==> config.mk <==
export PLATFORM = sky130hd
export DESIGN_NAME = nib_reg_access
export DESIGN_NICKNAME = d
export VERILOG_FILES = /design/src/rtl/nib_reg_pkg.sv /design/src/rtl/nib_cmd_decode.sv /design/src/rtl/nib_addr_ptr.sv /design/src/rtl/nib_regfile.sv /design/src/rtl/nib_rsp_slot.sv /design/src/rtl/nib_reg_access.sv
export SDC_FILE = /design/constraint.sdc
export NUM_CORES = 1
export LEC_CHECK = 0
export ABC_CLOCK_PERIOD_IN_PS = 4500
export CORE_MARGIN = 2
export CORE_UTILIZATION = 64
export DETAILED_ROUTE_END_ITERATION = 6
export PLACE_DENSITY = 0.85
export SLEW_MARGIN = 20
export SYNTH_ARGS = -nofsm -noshare
export SYNTH_HDL_FRONTEND = slang
export SYNTH_SLANG_ARGS = --single-unit
==> constraint.sdc <==
create_clock -name clk -period 4.5 [get_ports clk]
set_clock_uncertainty 0.15 [all_clocks]
set_input_delay 0.675 -clock clk [delete_from_list [all_inputs] [get_ports clk]]
set_output_delay 0.675 -clock clk [all_outputs]
set_load 0.005 [all_outputs]
==> src/rtl/nib_reg_pkg.sv <==
package nib_reg_pkg;

   localparam int NIB_W  = 4;
   localparam int BYTE_W = 2 * NIB_W;

   typedef enum logic [NIB_W-1:0] {
      OP_ADDR_LO    = 4'h0,
      OP_ADDR_HI    = 4'h1,
      OP_DATA_LO    = 4'h2,
      OP_DATA_HI_WR = 4'h3,
      OP_READ       = 4'h4,
      OP_READ_INC   = 4'h5
   } nib_op_e;

   typedef struct packed {
      logic             set_lo;
      logic             set_hi;
      logic             load_dlo;
      logic             write;
      logic             read;
      logic             step;
      logic [NIB_W-1:0] nib;
   } nib_cmd_t;

endpackage

==> src/rtl/nib_cmd_decode.sv <==
module nib_cmd_decode
   import nib_reg_pkg::*;
(
   input  logic              fire_i,
   input  logic [BYTE_W-1:0] cmd_byte_i,
   output nib_cmd_t          cmd_o
);

   logic [NIB_W-1:0] op;

   assign op = cmd_byte_i[BYTE_W-1:NIB_W];

   always_comb begin
      cmd_o     = '0;
      cmd_o.nib = cmd_byte_i[NIB_W-1:0];
      if (fire_i) begin
         case (op)
            OP_ADDR_LO:    cmd_o.set_lo   = 1'b1;
            OP_ADDR_HI:    cmd_o.set_hi   = 1'b1;
            OP_DATA_LO:    cmd_o.load_dlo = 1'b1;
            OP_DATA_HI_WR: begin
               cmd_o.write = 1'b1;
               cmd_o.step  = 1'b1;
            end
            OP_READ:       cmd_o.read = 1'b1;
            OP_READ_INC: begin
               cmd_o.read = 1'b1;
               cmd_o.step = 1'b1;
            end
            default: ;
         endcase
      end
   end

endmodule

==> src/rtl/nib_addr_ptr.sv <==
module nib_addr_ptr
   import nib_reg_pkg::*;
#(
   parameter int ADDR_W = 8
)(
   input  logic              clk,
   input  logic              rst_n,
   input  nib_cmd_t          cmd_i,
   output logic [ADDR_W-1:0] addr_o,
   output logic [BYTE_W-1:0] wdata_o
);

   logic [NIB_W-1:0] dlo_q;

   initial begin : width_chk
      assert (ADDR_W == 2 * NIB_W)
         else $error("nib_addr_ptr: ADDR_W must be two nibbles");
   end

   always_ff @(posedge clk or negedge rst_n) begin
      if (!rst_n) begin
         addr_o <= '0;
         dlo_q  <= '0;
      end else begin
         if (cmd_i.set_lo)   addr_o[NIB_W-1:0]      <= cmd_i.nib;
         if (cmd_i.set_hi)   addr_o[ADDR_W-1:NIB_W] <= cmd_i.nib;
         if (cmd_i.load_dlo) dlo_q                  <= cmd_i.nib;
         if (cmd_i.step)     addr_o                 <= addr_o + 1'b1;
      end
   end

   assign wdata_o = {cmd_i.nib, dlo_q};


   addr_step_chk: assert property (@(posedge clk) disable iff (!rst_n)
      cmd_i.step |=> addr_o == $past(addr_o) + 1'b1);


   addr_hi_keep_chk: assert property (@(posedge clk) disable iff (!rst_n)
      (cmd_i.set_lo && !cmd_i.step) |=> addr_o[ADDR_W-1:NIB_W] == $past(addr_o[ADDR_W-1:NIB_W]));

endmodule

==> src/rtl/nib_regfile.sv <==
module nib_regfile
   import nib_reg_pkg::*;
#(
   parameter int               ADDR_W       = 8,
   parameter logic [BYTE_W-1:0] ID_VALUE    = 8'hA6,
   parameter int               ADDR_ID      = 0,
   parameter int               ADDR_SCRATCH = 1,
   parameter int               ADDR_MODE    = 2,
   parameter logic [BYTE_W-1:0] MODE_RESET  = 8'h00,
   parameter bit               HAS_SCRATCH  = 1'b1,
   parameter int               GP_BASE      = 8,
   parameter int               GP_COUNT     = 8
)(
   input  logic              clk,
   input  logic              rst_n,
   input  logic              wr_en_i,
   input  logic [ADDR_W-1:0] wr_addr_i,
   input  logic [BYTE_W-1:0] wr_data_i,
   input  logic [ADDR_W-1:0] rd_addr_i,
   output logic [BYTE_W-1:0] rd_data_o,
   output logic [BYTE_W-1:0] mode_o
);

   localparam int GP_IW   = (GP_COUNT > 1) ? $clog2(GP_COUNT) : 1;
   localparam int GP_LAST = GP_BASE + GP_COUNT - 1;

   logic [BYTE_W-1:0] gp_q [GP_COUNT];
   logic [BYTE_W-1:0] scratch_rd;
   logic [ADDR_W-1:0] rd_off;
   logic              rd_in_gp;

   initial begin : map_chk
      assert (GP_COUNT >= 1 && GP_LAST < (1 << ADDR_W))
         else $error("nib_regfile: general bank out of address range");
      assert (ADDR_ID != ADDR_SCRATCH && ADDR_ID != ADDR_MODE && ADDR_SCRATCH != ADDR_MODE)
         else $error("nib_regfile: fixed registers overlap");
      assert (ADDR_ID < GP_BASE && ADDR_SCRATCH < GP_BASE && ADDR_MODE < GP_BASE)
         else $error("nib_regfile: fixed registers must sit below the bank");
   end

   // mode register
   always_ff @(posedge clk or negedge rst_n) begin
      if (!rst_n)                                        mode_o <= MODE_RESET;
      else if (wr_en_i && int'(wr_addr_i) == ADDR_MODE)  mode_o <= wr_data_i;
   end

   // scratch register, present or absent
   generate
      if (HAS_SCRATCH) begin : g_scratch
         logic [BYTE_W-1:0] scratch_q;
         always_ff @(posedge clk or negedge rst_n) begin
            if (!rst_n)                                          scratch_q <= '0;
            else if (wr_en_i && int'(wr_addr_i) == ADDR_SCRATCH) scratch_q <= wr_data_i;
         end
         assign scratch_rd = scratch_q;


         scratch_keep_chk: assert property (@(posedge clk) disable iff (!rst_n)
            (wr_en_i && int'(wr_addr_i) == ADDR_SCRATCH) |=> scratch_q == $past(wr_data_i));
      end else begin : g_no_scratch
         assign scratch_rd = '0;
      end
   endgenerate

   // general register bank
   generate
      for (genvar g = 0; g < GP_COUNT; g++) begin : g_gp
         always_ff @(posedge clk or negedge rst_n) begin
            if (!rst_n)                                         gp_q[g] <= '0;
            else if (wr_en_i && int'(wr_addr_i) == GP_BASE + g) gp_q[g] <= wr_data_i;
         end
      end
   endgenerate

   assign rd_off   = rd_addr_i - ADDR_W'(GP_BASE);
   assign rd_in_gp = int'(rd_addr_i) >= GP_BASE && int'(rd_addr_i) <= GP_LAST;

   always_comb begin
      rd_data_o = '0;
      if (int'(rd_addr_i) == ADDR_ID)           rd_data_o = ID_VALUE;
      else if (int'(rd_addr_i) == ADDR_SCRATCH) rd_data_o = scratch_rd;
      else if (int'(rd_addr_i) == ADDR_MODE)    rd_data_o = mode_o;
      else if (rd_in_gp)                        rd_data_o = gp_q[rd_off[GP_IW-1:0]];
   end


   mode_hold_chk: assert property (@(posedge clk) disable iff (!rst_n)
      !(wr_en_i && int'(wr_addr_i) == ADDR_MODE) |=> $stable(mode_o));

endmodule

==> src/rtl/nib_rsp_slot.sv <==
module nib_rsp_slot
   import nib_reg_pkg::*;
(
   input  logic              clk,
   input  logic              rst_n,
   input  logic              load_i,
   input  logic [BYTE_W-1:0] load_data_i,
   input  logic              rsp_ready_i,
   output logic              rsp_valid_o,
   output logic [BYTE_W-1:0] rsp_data_o
);

   always_ff @(posedge clk or negedge rst_n) begin
      if (!rst_n) begin
         rsp_valid_o <= 1'b0;
         rsp_data_o  <= '0;
      end else if (load_i) begin
         rsp_valid_o <= 1'b1;
         rsp_data_o  <= load_data_i;
      end else if (rsp_valid_o && rsp_ready_i) begin
         rsp_valid_o <= 1'b0;
      end
   end


   rsp_hold_chk: assert property (@(posedge clk) disable iff (!rst_n)
      (rsp_valid_o && !rsp_ready_i) |=> rsp_valid_o && $stable(rsp_data_o));


   no_overwrite_chk: assert property (@(posedge clk) disable iff (!rst_n)
      rsp_valid_o |-> !load_i);

endmodule

==> src/rtl/nib_reg_access.sv <==
module nib_reg_access
   import nib_reg_pkg::*;
#(
   parameter logic [7:0] ID_VALUE     = 8'hA6,
   parameter int         ADDR_ID      = 0,
   parameter int         ADDR_SCRATCH = 1,
   parameter int         ADDR_MODE    = 2,
   parameter logic [7:0] MODE_RESET   = 8'h00,
   parameter bit         HAS_SCRATCH  = 1'b1,
   parameter int         GP_BASE      = 8,
   parameter int         GP_COUNT     = 8
)(
   input  logic       clk,
   input  logic       rst_n,
   input  logic       cmd_valid,
   input  logic [7:0] cmd_byte,
   output logic       cmd_ready,
   output logic       rsp_valid,
   output logic [7:0] rsp_data,
   input  logic       rsp_ready,
   output logic [7:0] mode_o
);

   localparam int ADDR_W = 2 * NIB_W;

   logic              fire;
   nib_cmd_t          cmd;
   logic [ADDR_W-1:0] addr;
   logic [BYTE_W-1:0] wdata;
   logic [BYTE_W-1:0] rd_data;
   logic [NIB_W-1:0]  opcode;

   initial begin : top_chk
      assert (BYTE_W == 8) else $error("nib_reg_access: byte width must be 8");
   end

   assign cmd_ready = !rsp_valid;
   assign fire      = cmd_valid && cmd_ready;
   assign opcode    = cmd_byte[BYTE_W-1:NIB_W];

   nib_cmd_decode u_decode (
      .fire_i     (fire),
      .cmd_byte_i (cmd_byte),
      .cmd_o      (cmd)
   );

   nib_addr_ptr #(.ADDR_W(ADDR_W)) u_addr (
      .clk     (clk),
      .rst_n   (rst_n),
      .cmd_i   (cmd),
      .addr_o  (addr),
      .wdata_o (wdata)
   );

   nib_regfile #(
      .ADDR_W       (ADDR_W),
      .ID_VALUE     (ID_VALUE),
      .ADDR_ID      (ADDR_ID),
      .ADDR_SCRATCH (ADDR_SCRATCH),
      .ADDR_MODE    (ADDR_MODE),
      .MODE_RESET   (MODE_RESET),
      .HAS_SCRATCH  (HAS_SCRATCH),
      .GP_BASE      (GP_BASE),
      .GP_COUNT     (GP_COUNT)
   ) u_regs (
      .clk       (clk),
      .rst_n     (rst_n),
      .wr_en_i   (cmd.write),
      .wr_addr_i (addr),
      .wr_data_i (wdata),
      .rd_addr_i (addr),
      .rd_data_o (rd_data),
      .mode_o    (mode_o)
   );

   nib_rsp_slot u_rsp (
      .clk         (clk),
      .rst_n       (rst_n),
      .load_i      (cmd.read),
      .load_data_i (rd_data),
      .rsp_ready_i (rsp_ready),
      .rsp_valid_o (rsp_valid),
      .rsp_data_o  (rsp_data)
   );


   id_read_chk: assert property (@(posedge clk) disable iff (!rst_n)
      (fire && opcode == 4'h4 && int'(addr) == ADDR_ID) |=> rsp_valid && rsp_data == ID_VALUE);


   plain_read_addr_chk: assert property (@(posedge clk) disable iff (!rst_n)
      (fire && opcode == 4'h4) |=> rsp_valid && $stable(addr));


   ignored_op_chk: assert property (@(posedge clk) disable iff (!rst_n)
      (fire && opcode > 4'h5) |=> !rsp_valid && $stable(addr) && $stable(mode_o));

endmodule

# Word level (Yosys, flattened, before mapping)
# Index checks and enable logic that the tools add are counted.
[totals] ff_bits=101 out_inout_bits=18
[op_classes] n_addsub=2 order_cmp=3 n_eq_ne=15 mux=19 bitwise=1 n_reduce_logical=21
[ops] cell="8-bit by 5-bit == test with 1-bit output, second input constant" count=8
[ops] cell="8-bit two-way mux" count=7
[ops] cell="8-bit binary-select mux with 3-bit select" count=1
[ops] cell="1-bit logical AND" count=13
[ops] cell="8-bit by 1-bit adder with 8-bit output, second input constant" count=1
[ops] cell="4-bit by 2-bit == test with 1-bit output, second input constant" count=2
[ops] cell="4-bit by 3-bit == test with 1-bit output, second input constant" count=2
[ops] cell="8-bit by 2-bit == test with 1-bit output, second input constant" count=1
[ops] cell="8-bit by 3-bit == test with 1-bit output, second input constant" count=1
[ops] cell="8-bit by 4-bit greater-or-equal comparator with 1-bit output, second input constant" count=1
[ops] cell="8-bit by 4-bit <= comparator with 1-bit output, second input constant" count=1
[ops] cell="8-bit zero test" count=1
[ops] cell="1-bit two-way mux" count=8
[ops] cell="4-bit two-way mux" count=2
[ops] cell="6-bit two-way mux" count=1
[ops] cell="2-bit nonzero test" count=3
[ops] cell="4-bit by 1-bit == test with 1-bit output, second input constant" count=1
[ops] cell="4-bit greater-or-equal comparator, second input constant" count=1
[ops] cell="4-bit zero test" count=1
[ops] cell="3-bit inverter with 4-bit output" count=1
[ops] cell="2-bit OR reduction" count=2
[ops] cell="3-bit by 1-bit subtractor with 3-bit output, second input constant" count=1
[ops] cell="1-bit zero test" count=1

# Longest topological paths before layout
# Gate-level depths: netlist of run 1.
[logic_depth] word_depth=9 mapped_depth=9 ltp_nobuf=6

# Cells and area by module
# A second synthesis of run 1 with hierarchy kept.
[hier_totals] hier_cells=347 area_unflattened_um2=5048.6
[modules_own_cells] mod="nib_regfile" instances=1 cells_each=251 area_per_inst_um2=3913.8
[modules_own_cells] mod="nib_addr_ptr" instances=1 cells_each=62 area_per_inst_um2=646.9
[modules_own_cells] mod="nib_rsp_slot" instances=1 cells_each=20 area_per_inst_um2=369.1
[modules_own_cells] mod="nib_cmd_decode" instances=1 cells_each=12 area_per_inst_um2=108.9
[modules_own_cells] mod="nib_reg_access" instances=1 cells_each=2 area_per_inst_um2=10.0

# Worst setup path after synthesis of run 1
# No wires, ideal clock.
[synth_timing] kind="register to register" startpoint="reg u_addr.addr_o[1]" endpoint="reg u_rsp.rsp_data_o[2]" arrival_time_ps=2323 t_required_ps=4222 path_slack_ps=1899 stages_incl_launch_ff=10 path_buffers=3 period_less_slack_ps=2601 path_cell_list="dfrtp_1 -> clkbuf_1 -> buf_1 -> inv_1 -> ha_1 -> clkbuf_1 -> inv_1 -> or4_2 -> nor3_1 -> nor3_1"
[synth_between] elab_chain_len=9 word_cells_on_any_way=15 cone_classes="1 x add/sub; 2 x order compare; 2 x eq/ne; 7 x mux; 1 x bitwise; 2 x reduce/logical"
[synth_rtl] item="from (decl)" line_no="nib_addr_ptr.sv:9" rtl="output logic [ADDR_W-1:0] addr_o,"
[synth_rtl] item="from (signal, indexed assignment)" line_no="nib_addr_ptr.sv:25" rtl="if (cmd_i.set_lo) addr_o[NIB_W-1:0] <= cmd_i.nib;"
[synth_rtl] item="from (signal, indexed assignment)" line_no="nib_addr_ptr.sv:26" rtl="if (cmd_i.set_hi) addr_o[ADDR_W-1:NIB_W] <= cmd_i.nib;"
[synth_rtl] item="from (signal assigned)" line_no="nib_addr_ptr.sv:28" rtl="if (cmd_i.step) addr_o <= addr_o + 1'b1;"
[synth_rtl] item="3-bit by 1-bit subtractor with 3-bit output" line_no="nib_regfile.sv:75" rtl="assign rd_off = rd_addr_i - ADDR_W'(GP_BASE);"
[synth_rtl] item="3-bit inverter with 4-bit output (not written as such)" line_no="nib_regfile.sv:83" rtl="else if (rd_in_gp) rd_data_o = gp_q[rd_off[GP_IW-1:0]];"
[synth_rtl] item="8-bit binary-select mux with 3-bit select" line_no="nib_regfile.sv:83"
[synth_rtl] item="8-bit two-way mux (not written as such) (2 in series)" line_no="nib_regfile.sv:83"
[synth_rtl] item="8-bit two-way mux" line_no="nib_regfile.sv:83"
[synth_rtl] item="8-bit two-way mux" line_no="nib_regfile.sv:82" rtl="else if (int'(rd_addr_i) == ADDR_MODE) rd_data_o = mode_o;"
[synth_rtl] item="8-bit two-way mux" line_no="nib_regfile.sv:81" rtl="else if (int'(rd_addr_i) == ADDR_SCRATCH) rd_data_o = scratch_rd;"
[synth_rtl] item="8-bit two-way mux (*)" line_no="nib_regfile.sv:80" rtl="if (int'(rd_addr_i) == ADDR_ID) rd_data_o = ID_VALUE;"
[synth_rtl] item="to (signal assigned)" line_no="nib_rsp_slot.sv:19" rtl="rsp_data_o <= load_data_i;"
[synth_rtl] item="to (decl)" line_no="nib_rsp_slot.sv:10" rtl="output logic [BYTE_W-1:0] rsp_data_o"
# Mark *: on every way between the ends. The rest lies on a longest branch, timed or not. The select of a mux whose other input is x is not followed.
# A chain may end at the register's enable or synchronous reset.

# Worst setup path after layout of run 1
[layout_timing] startpoint="reg u_addr.addr_o[1]" endpoint="reg u_regs.g_scratch.scratch_q[1]"
[layout_between] elab_chain_len=2
[layout_rtl] item="8-bit by 2-bit == test with 1-bit output" line_no="nib_regfile.sv:53" rtl="else if (wr_en_i && int'(wr_addr_i) == ADDR_SCRATCH) scratch_q <= wr_data_i;"
[layout_rtl] item="1-bit logical AND" line_no="nib_regfile.sv:53"
[layout_rtl] item="to (decl)" line_no="nib_regfile.sv:50" rtl="logic [BYTE_W-1:0] scratch_q;"
# Every way passes these cells.

==> key figures, run 1 <==
Run status
  • Status: completed

Job
  • Max-Cap Viols: 0

Pwr
  • Peak VDD IR: 256 uV
  • Pleak: 2.51 nW
  • Internal power: 0.00141 W
  • Combinational share of power: 19.4%
  • Sequential share of power: 52.0%
  • Power per cell area: 390 mW/mm^2
  • Clock power frac: 28.6%
  • Psw: 0.000723 W
  • Sw Ratio: 33.9%

Synth
  • Yosys Warn Count: 0
  • Post-synth ARST share: 100%
  • Syn_nets: 386
  • EDFF count, synth: 0
  • Mapped Cells: 370
  • Synth top area cells: dfrtp_1, mux2_2, mux2_4, mux4_2, clkbuf_1
  • Most common flop cell mapped by yosys: dfrtp_1
  • Post-synthesis cell type count: 48
  • Syn avg cell area: 13.4 sq um
  • Post-synth top area cell: dfrtp_1
  • Register bit count reported by yosys: 101
  • Synthesized cell area: 0.00497 sq mm
  • Top-area cell type share of the netlist area: 50.9%
  • Share of synthesized area occupied by flip-flops and latches: 50.9%

Die
  • Core area: 0.00761 sq mm
  • Die width: 92.1 um
  • Die Area: 0.00848 sq mm
  • Rows: 32
  • I/O pin cnt: 30
  • Initial core utilization: 65.3%
  • Die height: 92.1 um

Setup path
  • Worst R2R Setup Slack: 1.35 ns
  • Worst Path Required: 4.62 ns
  • Critical Path AT: 3.27 ns
  • Worst path buffer plus inverter count: 1
  • Worst path top cell family by delay: simple AND/OR/NAND/NOR gates
  • Startpoint Class: flop
  • Worst R2R End: u_regs.g_scratch.scratch_q[1]$_DFFE_PN0P_
  • CP cell instances: inv_1 > ha_1 > and2_0 > nand4_1 > nor2_2 > mux2_2
  • R2r startpoint: u_addr.addr_o[1]$_DFFE_PN0P_
  • CP Max Fanout: 22
  • Worst reg-to-reg path cell count: 6
  • Critical Setup Path Class: flop to flop
  • Worst Setup End Kind: flop
  • CP max-delay cell: dfrtp_1
  • CP peak stage delay: 0.77 ns

GRT
  • First-pass GRT wire length: 18.3 mm
  • Pin count of the biggest net entering global routing: 77
  • Gr usage total: 29.4%
  • Initial antenna violation count: 0
  • Grt total ovfl: 0
  • Vias in the first global route: 3332

Routing
  • Post-DRT Antenna Nets: 0
  • Drc violations: 0
  • Highest routed metal layer: met4
  • Routed vias: 3347
  • Initial drt markers: 263
  • Via-to-Cell Ratio: 6.79
  • Drt total wl: 11.6 mm
  • Wire length on met1: 4.81 mm
  • DRT Pass-1 Iters: 5
  • Met2 Routed Length: 5.42 mm
  • Metal3 WL: 875 um
  • Routed wire per std cell: 23.6 um

Timing
  • Max Clock Freq: 317 MHz
  • Slew Limit Headroom: 33.4%
  • RSZ-0062 raised after global routing: false
  • Final Hold Violating Endpoints: 0
  • # setup viols final: 0
  • Period utilization: 70.1%
  • Slew @ Worst Pin: 0.999 ns
  • Setup_tns: 0 ns
  • Period minus WS final: 3.15 ns
  • Max Slew Vio Count: 0

Worst hold path
  • Worst hold path class: primary input to asynchronous set/reset pin

CTS
  • Clk_lat worst skew: 0.39 ns
  • Clock sinks: 101
  • Clock Tree Buf Depth: 2
  • CTS tree: yes
  • Clock transition at path regs: 0.10 ns
  • CTS Buf Count: 9
  • Postcts setup bufs: 0
  • CTS resizes: 0
  • CTS H-tree lvls: 3
  • Root Driver: clkbuf_8
  • CTS Hold Bufs: 0

Finish
  • Layout cells sized above 1: 34.5%
  • Layout area overhead: 10.3%
  • Register Area: 0.00253 sq mm
  • Multi-input logic area: 0.00227 sq mm
  • Number of diodes: 0
  • Final core occ: 72.0%
  • Filler instances: 519
  • Layout net count: 402

Placed design
  • RD Place Congestion: 0.895
  • Post-DP HPWL: 7.68 mm
  • PortBufs: 29
Yosys cell counts, drive strengths merged (3+ instances only):
| cell type | n |
|---|---|
| o21a | 3 |
| a221oi | 3 |
| o21ai | 7 |
| dfrtp | 101 |
| or4 | 6 |
| clkbuf | 18 |
| o31ai | 4 |
| nand2 | 15 |
| mux2 | 84 |
| nor3 | 12 |
| ha | 4 |
| a22o | 3 |
| a22oi | 4 |
| mux2i | 5 |
| nor2 | 18 |
| nand4 | 3 |
| nor2b | 3 |
| nand2b | 3 |
| a21oi | 8 |
| a221o | 3 |
| buf | 8 |
| mux4 | 16 |
| and2 | 4 |
| inv | 11 |
worst register-to-register path: stages (launching register included):
cell and delay [ns]:
dfrtp_1 0.77, inv_1 0.27, ha_1 0.46, and2_0 0.19, nand4_1 0.19, nor2_2 0.59
mux2_2 0.42
per-stage QoR:
stage	total power, W	setup slack [ns]	hold WS, ns	cells	area (sq um)
2_1_floorplan	0.00137	1.90	0.229	370	4970
3_3_place_gp	0.00151	1.34	0.315	477	5270
3_5_place_dp	0.00152	1.27	0.325	477	5270
4_1_cts	0.00212	1.28	0.316	493	5470
5_1_grt	0.00222	1.26	0.354	493	5480
6_report	0.00213	1.35	0.269	493	5480
registers in the layout, summed over array words and instances, names as in the netlist:
register                    flops
u_addr.addr_o                   8
u_addr.dlo_q                    4
u_regs.g_scratch.scratch_q      8
u_regs.gp_q                    64
u_regs.mode_o                   8
u_rsp.rsp_data_o                8
u_rsp.rsp_valid_o               1
layout by cell type (no fill, tap or decap), types with 7 or more instances in the layout:
cell type and instances:
clkdlybuf4s50_1 28, mux2_2 60, o21ai_0 7, inv_1 11
nor3_1 11, nor2_1 12, mux2_4 24, a21oi_1 8
dfrtp_1 101, nand2_1 15, clkbuf_8 9, mux4_2 16
logic make-up (layout without fill, tap and decap cells):
group                    Yosys count  after routing  share of synthesized area, %
multiplexers                     105            105                          29.1
flip-flops                       101            101                          50.9
AND/OR/NAND/NOR                   77             77                          8.87
AO/OA/AOI/OAI                     45             45                          6.45
buffers and inverters             37             58                          3.48
adder cells (fa/ha/maj)            4              4                          1.01
XOR/XNOR                           1              1                         0.176
metal layers:
metal | vias up | GRT usage [%]
li1 | 1391 | -
met1 | 1709 | 40.8
met2 | 195 | 43.9
met3 | 52 | 6.41
met4 | 0 | 15.3
met5 | - | 0
worst max-delay path by stage:
| stage | depth (start not counted) | from | end | slack [ns] |
|---|---|---|---|---|
| detailed placement | 6 | u_addr.addr_o[1]$_DFFE_PN0P_ | u_rsp.rsp_data_o[7]$_DFFE_PN0P_ | 1.27 |
| floorplan | 9 | u_addr.addr_o[1]$_DFFE_PN0P_ | u_rsp.rsp_data_o[2]$_DFFE_PN0P_ | 1.90 |
| CTS | 6 | u_addr.addr_o[1]$_DFFE_PN0P_ | u_rsp.rsp_data_o[7]$_DFFE_PN0P_ | 1.28 |
| finish | 6 | u_addr.addr_o[1]$_DFFE_PN0P_ | u_regs.g_scratch.scratch_q[1]$_DFFE_PN0P_ | 1.35 |
| global placement | 5 | cmd_byte[6] | u_regs.gp_q[57]$_DFFE_PN0P_ | 1.34 |
| global route | 6 | u_addr.addr_o[1]$_DFFE_PN0P_ | u_regs.g_scratch.scratch_q[1]$_DFFE_PN0P_ | 1.26 |
area by class of cell:
type                    count  area share (%)
multi-input cells         232            41.5
flip-flops and latches    101            46.1
inverters                  11           0.754
clock inverters             7            1.53
well taps                 102            2.33
clock buffers               9            2.26
repair buffers             31            5.53
power by group through the flow:
| stage | registers, W | clock network [W] | logic (W) |
|---|---|---|---|
| CTS | 0.00110 | 0.000616 | 0.000406 |
| detailed placement | 0.00112 | 0 | 0.000406 |
| global placement | 0.00112 | 0 | 0.000393 |
| global route | 0.00112 | 0.000652 | 0.000445 |
| floorplan | 0.00102 | 0 | 0.000355 |
| finish | 0.00111 | 0.000611 | 0.000414 |
No activity file was read; power rests on OpenSTA's default activity.
==> run 2: changes to the inputs <==
--- a/config.mk
+++ b/config.mk
@@ -5,11 +5,11 @@
 export SDC_FILE = /design/constraint.sdc
 export NUM_CORES = 1
 export LEC_CHECK = 0
-export ABC_CLOCK_PERIOD_IN_PS = 4500
+export ABC_CLOCK_PERIOD_IN_PS = 2760
 export CORE_MARGIN = 2
-export CORE_UTILIZATION = 64
+export CORE_UTILIZATION = 54
 export DETAILED_ROUTE_END_ITERATION = 6
-export PLACE_DENSITY = 0.85
+export PLACE_DENSITY = 0.76
 export SLEW_MARGIN = 20
 export SYNTH_ARGS = -nofsm -noshare
 export SYNTH_HDL_FRONTEND = slang
==> constraint.sdc (replaced) <==
create_clock -name clk -period 2.76 [get_ports clk]
set_clock_uncertainty 0.15 [all_clocks]
set_input_delay 0.414 -clock clk [delete_from_list [all_inputs] [get_ports clk]]
set_output_delay 0.414 -clock clk [all_outputs]
set_load 0.005 [all_outputs]
==> key figures, run 2 (synthesis gave the netlist of run 1 again) <==
Die
  • I/O pin cnt: 30
  • Die Area: 0.00998 sq mm
  • Initial core utilization: 56.4%
  • Die height: 99.9 um
  • Die width: 99.9 um
  • Rows: 34
  • Core area: 0.00881 sq mm

Timing
  • Max Slew Vio Count: 0
  • Max Clock Freq: 384 MHz
  • Slew @ Worst Pin: 0.967 ns
  • Final Hold Violating Endpoints: 0
  • # setup viols final: 0
  • Setup WS post-layout: 0.154 ns
  • RSZ-0062 raised after global routing: false
  • Period minus WS final: 2.61 ns
  • Period utilization: 94.4%
  • Slew Limit Headroom: 34.7%

Routing
  • Post-DRT Antenna Nets: 0
  • Routed wire per std cell: 22.0 um
  • Via-to-Cell Ratio: 6.23
  • Drc violations: 0
  • Routed vias: 3238
  • DRT Pass-1 Iters: 4
  • Drt total wl: 11.4 mm
  • Initial drt markers: 139

CTS
  • Root Driver: clkbuf_8
  • CTS H-tree lvls: 3
  • Clock transition at path regs: 0.10 ns
  • CTS tree: yes
  • Clock sinks: 101
  • CTS resizes: 0
  • CTS Buf Count: 9
  • Clk_lat worst skew: 0.38 ns
  • Postcts setup bufs: 0
  • CTS Hold Bufs: 1
  • Clock Tree Buf Depth: 2

GRT
  • First-pass GRT wire length: 19.1 mm
  • Gr usage total: 25.3%
  • Grt total ovfl: 0
  • Initial antenna violation count: 0
  • Pin count of the biggest net entering global routing: 55
  • Vias in the first global route: 3571

Placed design
  • PortBufs: 29
  • DP Area: 0.00546 sq mm
  • RD Place Congestion: 0.890
  • Dpl ws: -0.0191 ns
  • Cell total after placement: 503
  • Post-DP HPWL: 8.12 mm

Setup path
  • CP Max Fanout: 11
  • Worst Setup End Kind: flop
  • Startpoint Class: flop
  • Critical Path AT: 2.75 ns
  • Critical Setup Path Class: flop to flop
  • Worst Path Required: 2.90 ns

Finish
  • Non-Filler Instances: 520
  • Number of diodes: 0
  • Largest Register: u_regs.gp_q
  • Multi-input logic area: 0.00227 sq mm
  • Max reg flops: 64
  • Commonest non-fill, non-tap cell in the layout: dfrtp_1
  • Final core occ: 64.5%
  • Most frequent cells in the layout: dfrtp_1, mux2_2, clkdlybuf4s50_1, mux2_4, buf_4
  • Layout cells sized above 1: 37.1%
  • Finished Cell Area: 0.00568 sq mm
  • Register Area: 0.00253 sq mm
  • Layout area overhead: 14.3%
  • Filler instances: 676
  • Layout net count: 423

Pwr
  • Peak VDD IR: 348 uV
  • Pleak: 2.64 nW
  • Power per cell area: 620 mW/mm^2

Worst hold path
  • Worst hold path class: flop to flop

Job
  • Max-Cap Viols: 0

Run status
  • Status: completed
[run 2: cell count changes in the layout (fill, tap and decap cells not counted), sizes merged]
cell	before	now
clkinvlp	3	1
clkbuf	9	11
dlygate4sd3	0	1
buf	3	23
[run 2: worst paths after layout]
kind                                                  from                                        end  slack (ns)  cells after the start
setup / recovery              u_addr.addr_o[7]$_DFFE_PN0P_            u_rsp.rsp_data_o[7]$_DFFE_PN0P_        0.15                      4
hold / removal             u_rsp.rsp_data_o[4]$_DFFE_PN0P_            u_rsp.rsp_data_o[4]$_DFFE_PN0P_        0.34                      2
setup reg to reg              u_addr.addr_o[7]$_DFFE_PN0P_            u_rsp.rsp_data_o[7]$_DFFE_PN0P_        0.15                      4
hold reg to reg            u_rsp.rsp_data_o[4]$_DFFE_PN0P_            u_rsp.rsp_data_o[4]$_DFFE_PN0P_        0.34                      2
max in group asynchronous                            rst_n               u_addr.addr_o[0]$_DFFE_PN0P_        1.24                      3
min in group asynchronous                            rst_n  u_regs.g_scratch.scratch_q[7]$_DFFE_PN0P_        0.46                      2
[run 2: where the power goes]
| part | total, W | switching [W] | internal (W) |
|---|---|---|---|
| Sequential | 0.00171 | 0.000140 | 0.00157 |
| Combinational | 0.000808 | 0.000472 | 0.000336 |
| Clock | 0.00100 | 0.000544 | 0.000456 |
[run 2: per-stage QoR]
stage | hold WS, ns | TNS, ns | power [W]
2_1_floorplan | -0.0316 | 0 | 0.00223
3_3_place_gp | 0.318 | 0 | 0.00251
3_5_place_dp | 0.322 | -0.151 | 0.00253
4_1_cts | 0.344 | 0 | 0.00353
5_1_grt | 0.377 | 0 | 0.00369
6_report | 0.339 | 0 | 0.00352
[run 2: critical path, stage by stage, from the launching register on]
cell and delay [ns]:
dfrtp_1 0.43, or4_4 0.64, o311ai_0 0.87, a31oi_1 0.17, a211oi_1 0.25
[run 2: per-layer routing]
layer	GRT usage [%]	share of wire (%)
met1	36.2	45
met2	38.6	48
met3	5.43	4.3
met4	9.59	2.4
met5	0	0
[run 2: final cells by class]
| type | instances | share of cell area, % |
|---|---|---|
| sequential | 101 | 44.5 |
| multi-input combinational | 232 | 39.9 |
| timing repair buffer | 52 | 8.81 |
| clock buffer | 11 | 2.49 |
| tap | 108 | 2.38 |
| clock inverter | 5 | 1.17 |
| inverter | 11 | 0.727 |
==> run 3: changes to the inputs <==
--- a/config.mk
+++ b/config.mk
@@ -6,10 +6,8 @@
 export NUM_CORES = 1
 export LEC_CHECK = 0
 export ABC_CLOCK_PERIOD_IN_PS = 2760
-export CORE_MARGIN = 2
-export CORE_UTILIZATION = 54
+export CORE_UTILIZATION = 31
 export DETAILED_ROUTE_END_ITERATION = 6
-export PLACE_DENSITY = 0.76
 export SLEW_MARGIN = 20
 export SYNTH_ARGS = -nofsm -noshare
 export SYNTH_HDL_FRONTEND = slang
==> key figures, run 3 (synthesis gave the netlist of run 1 again) <==
Run status
  • Status: complete, but fails checks
  • Failing checks: negative hold slack

Placed design
  • Cell total after placement: 613
  • Post-DP HPWL: 8.44 mm
  • PortBufs: 29
  • RD Place Congestion: 0.847

Setup path
  • R2r startpoint: u_addr.addr_o[7]$_DFFE_PN0P_
  • Worst R2R End: u_rsp.rsp_data_o[7]$_DFFE_PN0P_
  • Critical Path Source: u_addr.addr_o[7]$_DFFE_PN0P_
  • Termination of the worst setup path: u_rsp.rsp_data_o[7]$_DFFE_PN0P_
  • Critical Path AT: 2.77 ns
  • Worst reg-to-reg path cell count: 4
  • Critical Setup Path Class: flop to flop
  • Startpoint Class: flop
  • Worst Path Required: 2.87 ns
  • Worst R2R Setup Slack: 0.1 ns
  • CP Max Fanout: 11
  • Worst Setup End Kind: flop

Die
  • Die height: 129 um
  • Initial core utilization: 32.2%
  • I/O pin cnt: 30
  • Rows: 45
  • Die width: 129 um
  • Core area: 0.0154 sq mm
  • Die Area: 0.0165 sq mm

Timing
  • Max Slew Vio Count: 0
  • Slew @ Worst Pin: 1.05 ns
  • Max Clock Freq: 376 MHz
  • Period minus WS final: 2.66 ns
  • Slew Limit Headroom: 29.0%
  • RSZ-0062 raised after global routing: false
  • Setup_tns: 0 ns
  • # setup viols final: 0
  • Worst hold margin: -0.0198 ns
  • Final Hold Violating Endpoints: 6
  • Period utilization: 96.4%

Routing
  • Initial drt markers: 269
  • Post-DRT Antenna Nets: 0
  • DRT Pass-1 Iters: 4
  • Drc violations: 0
  • Routed wire per std cell: 18.9 um
  • Via-to-Cell Ratio: 5.09
  • Drt total wl: 11.9 mm
  • Routed vias: 3200

Pwr
  • Total power: 0.00374 W
  • Peak VDD IR: 288 uV
  • Pleak: 2.70 nW
  • Power per cell area: 633 mW/mm^2

Finish
  • Layout cells sized above 1: 37.8%
  • Number of diodes: 0
  • Final core occ: 38.3%
  • Largest Register: u_regs.gp_q
  • Layout net count: 429
  • Layout area overhead: 19.0%
  • Commonest non-fill, non-tap cell in the layout: dfrtp_1
  • Most frequent cells in the layout: dfrtp_1, mux2_2, clkdlybuf4s50_1, buf_4, mux2_4
  • Max reg flops: 64
  • Non-Filler Instances: 629

CTS
  • CTS resizes: 0
  • CTS Buf Count: 9
  • Postcts setup bufs: 0
  • CTS H-tree lvls: 3
  • CTS Hold Bufs: 0
  • Clock sinks: 101
  • CTS tree: yes
  • Clock Tree Buf Depth: 2
  • Clock transition at path regs: 0.07 ns
  • Root Driver: clkbuf_16
  • Clk_lat worst skew: 0.35 ns

GRT
  • Grt total ovfl: 0
  • Gr usage total: 15.7%
  • Vias in the first global route: 3379
  • First-pass GRT wire length: 19.4 mm
  • Initial antenna violation count: 0
  • Pin count of the biggest net entering global routing: 65

Job
  • Max-Cap Viols: 0

Worst hold path
  • Worst hold path class: primary input to asynchronous set/reset pin
run 3: cell count changes in the layout (fill, tap and decap cells not counted):
cell | before | now
clkbuf_1 | 1 | 3
clkbuf_16 | 0 | 9
clkinv_4 | 1 | 2
clkinvlp_4 | 1 | 0
bufinv_16 | 1 | 0
clkbuf_8 | 10 | 0
dlygate4sd3_1 | 1 | 0
buf_4 | 20 | 27
clkinv_2 | 0 | 1
inv_6 | 1 | 0
run 3: report_power, final:
group          total, W  switching, W  internal (W)
sequential      0.00170      0.000124       0.00157
clock           0.00118      0.000563      0.000621
combinational  0.000860      0.000504      0.000357
total           0.00374       0.00119       0.00255
run 3: stage by stage:
stage,instance area (sq um),setup WS [ns]
final,5910,0.0985
after global routing,5910,0.0256
after floorplan,4970,0.159
after detailed placement,5640,0.0405
after CTS,5910,0.0940
after global placement,5640,0.0666
run 3: worst max-delay path, cell delays in order, from the launching register on:
cell and delay (ns):
dfrtp_1 0.42, or4_4 0.65, o311ai_0 0.94, a31oi_1 0.16
a211oi_1 0.25
run 3: layout make-up:
cell class	instances	area, sq um
fill	1493	9520
sequential	101	2530
multi-input combinational	232	2270
timing repair buffer	58	543
tap	211	264
clock buffer	12	236
inverter	11	41.3
clock inverter	4	33.8
run 3: how the worst min path moves through the flow:
stage,from,endpoint,slack [ns],cells after the start
final,rst_n,u_addr.addr_o[7]$_DFFE_PN0P_,-0.02,1
after global routing,rst_n,u_addr.addr_o[6]$_DFFE_PN0P_,0.07,1
after CTS,rst_n,u_addr.addr_o[6]$_DFFE_PN0P_,0.03,1
after detailed placement,u_rsp.rsp_data_o[4]$_DFFE_PN0P_,u_rsp.rsp_data_o[4]$_DFFE_PN0P_,0.33,2
after global placement,u_rsp.rsp_data_o[4]$_DFFE_PN0P_,u_rsp.rsp_data_o[4]$_DFFE_PN0P_,0.33,2
after floorplan,rst_n,u_addr.addr_o[0]$_DFFE_PN0P_,-0.03,0
run 3: metal layers:
layer / global-route usage, % / up-vias / part of all wire, %
li1: - / 1449 / -
met1: 21.0 / 1660 / 46
met2: 24.5 / 77 / 46
met3: 4.82 / 14 / 5.6
met4: 4.29 / 0 / 1.5
met5: 0 / - / 0
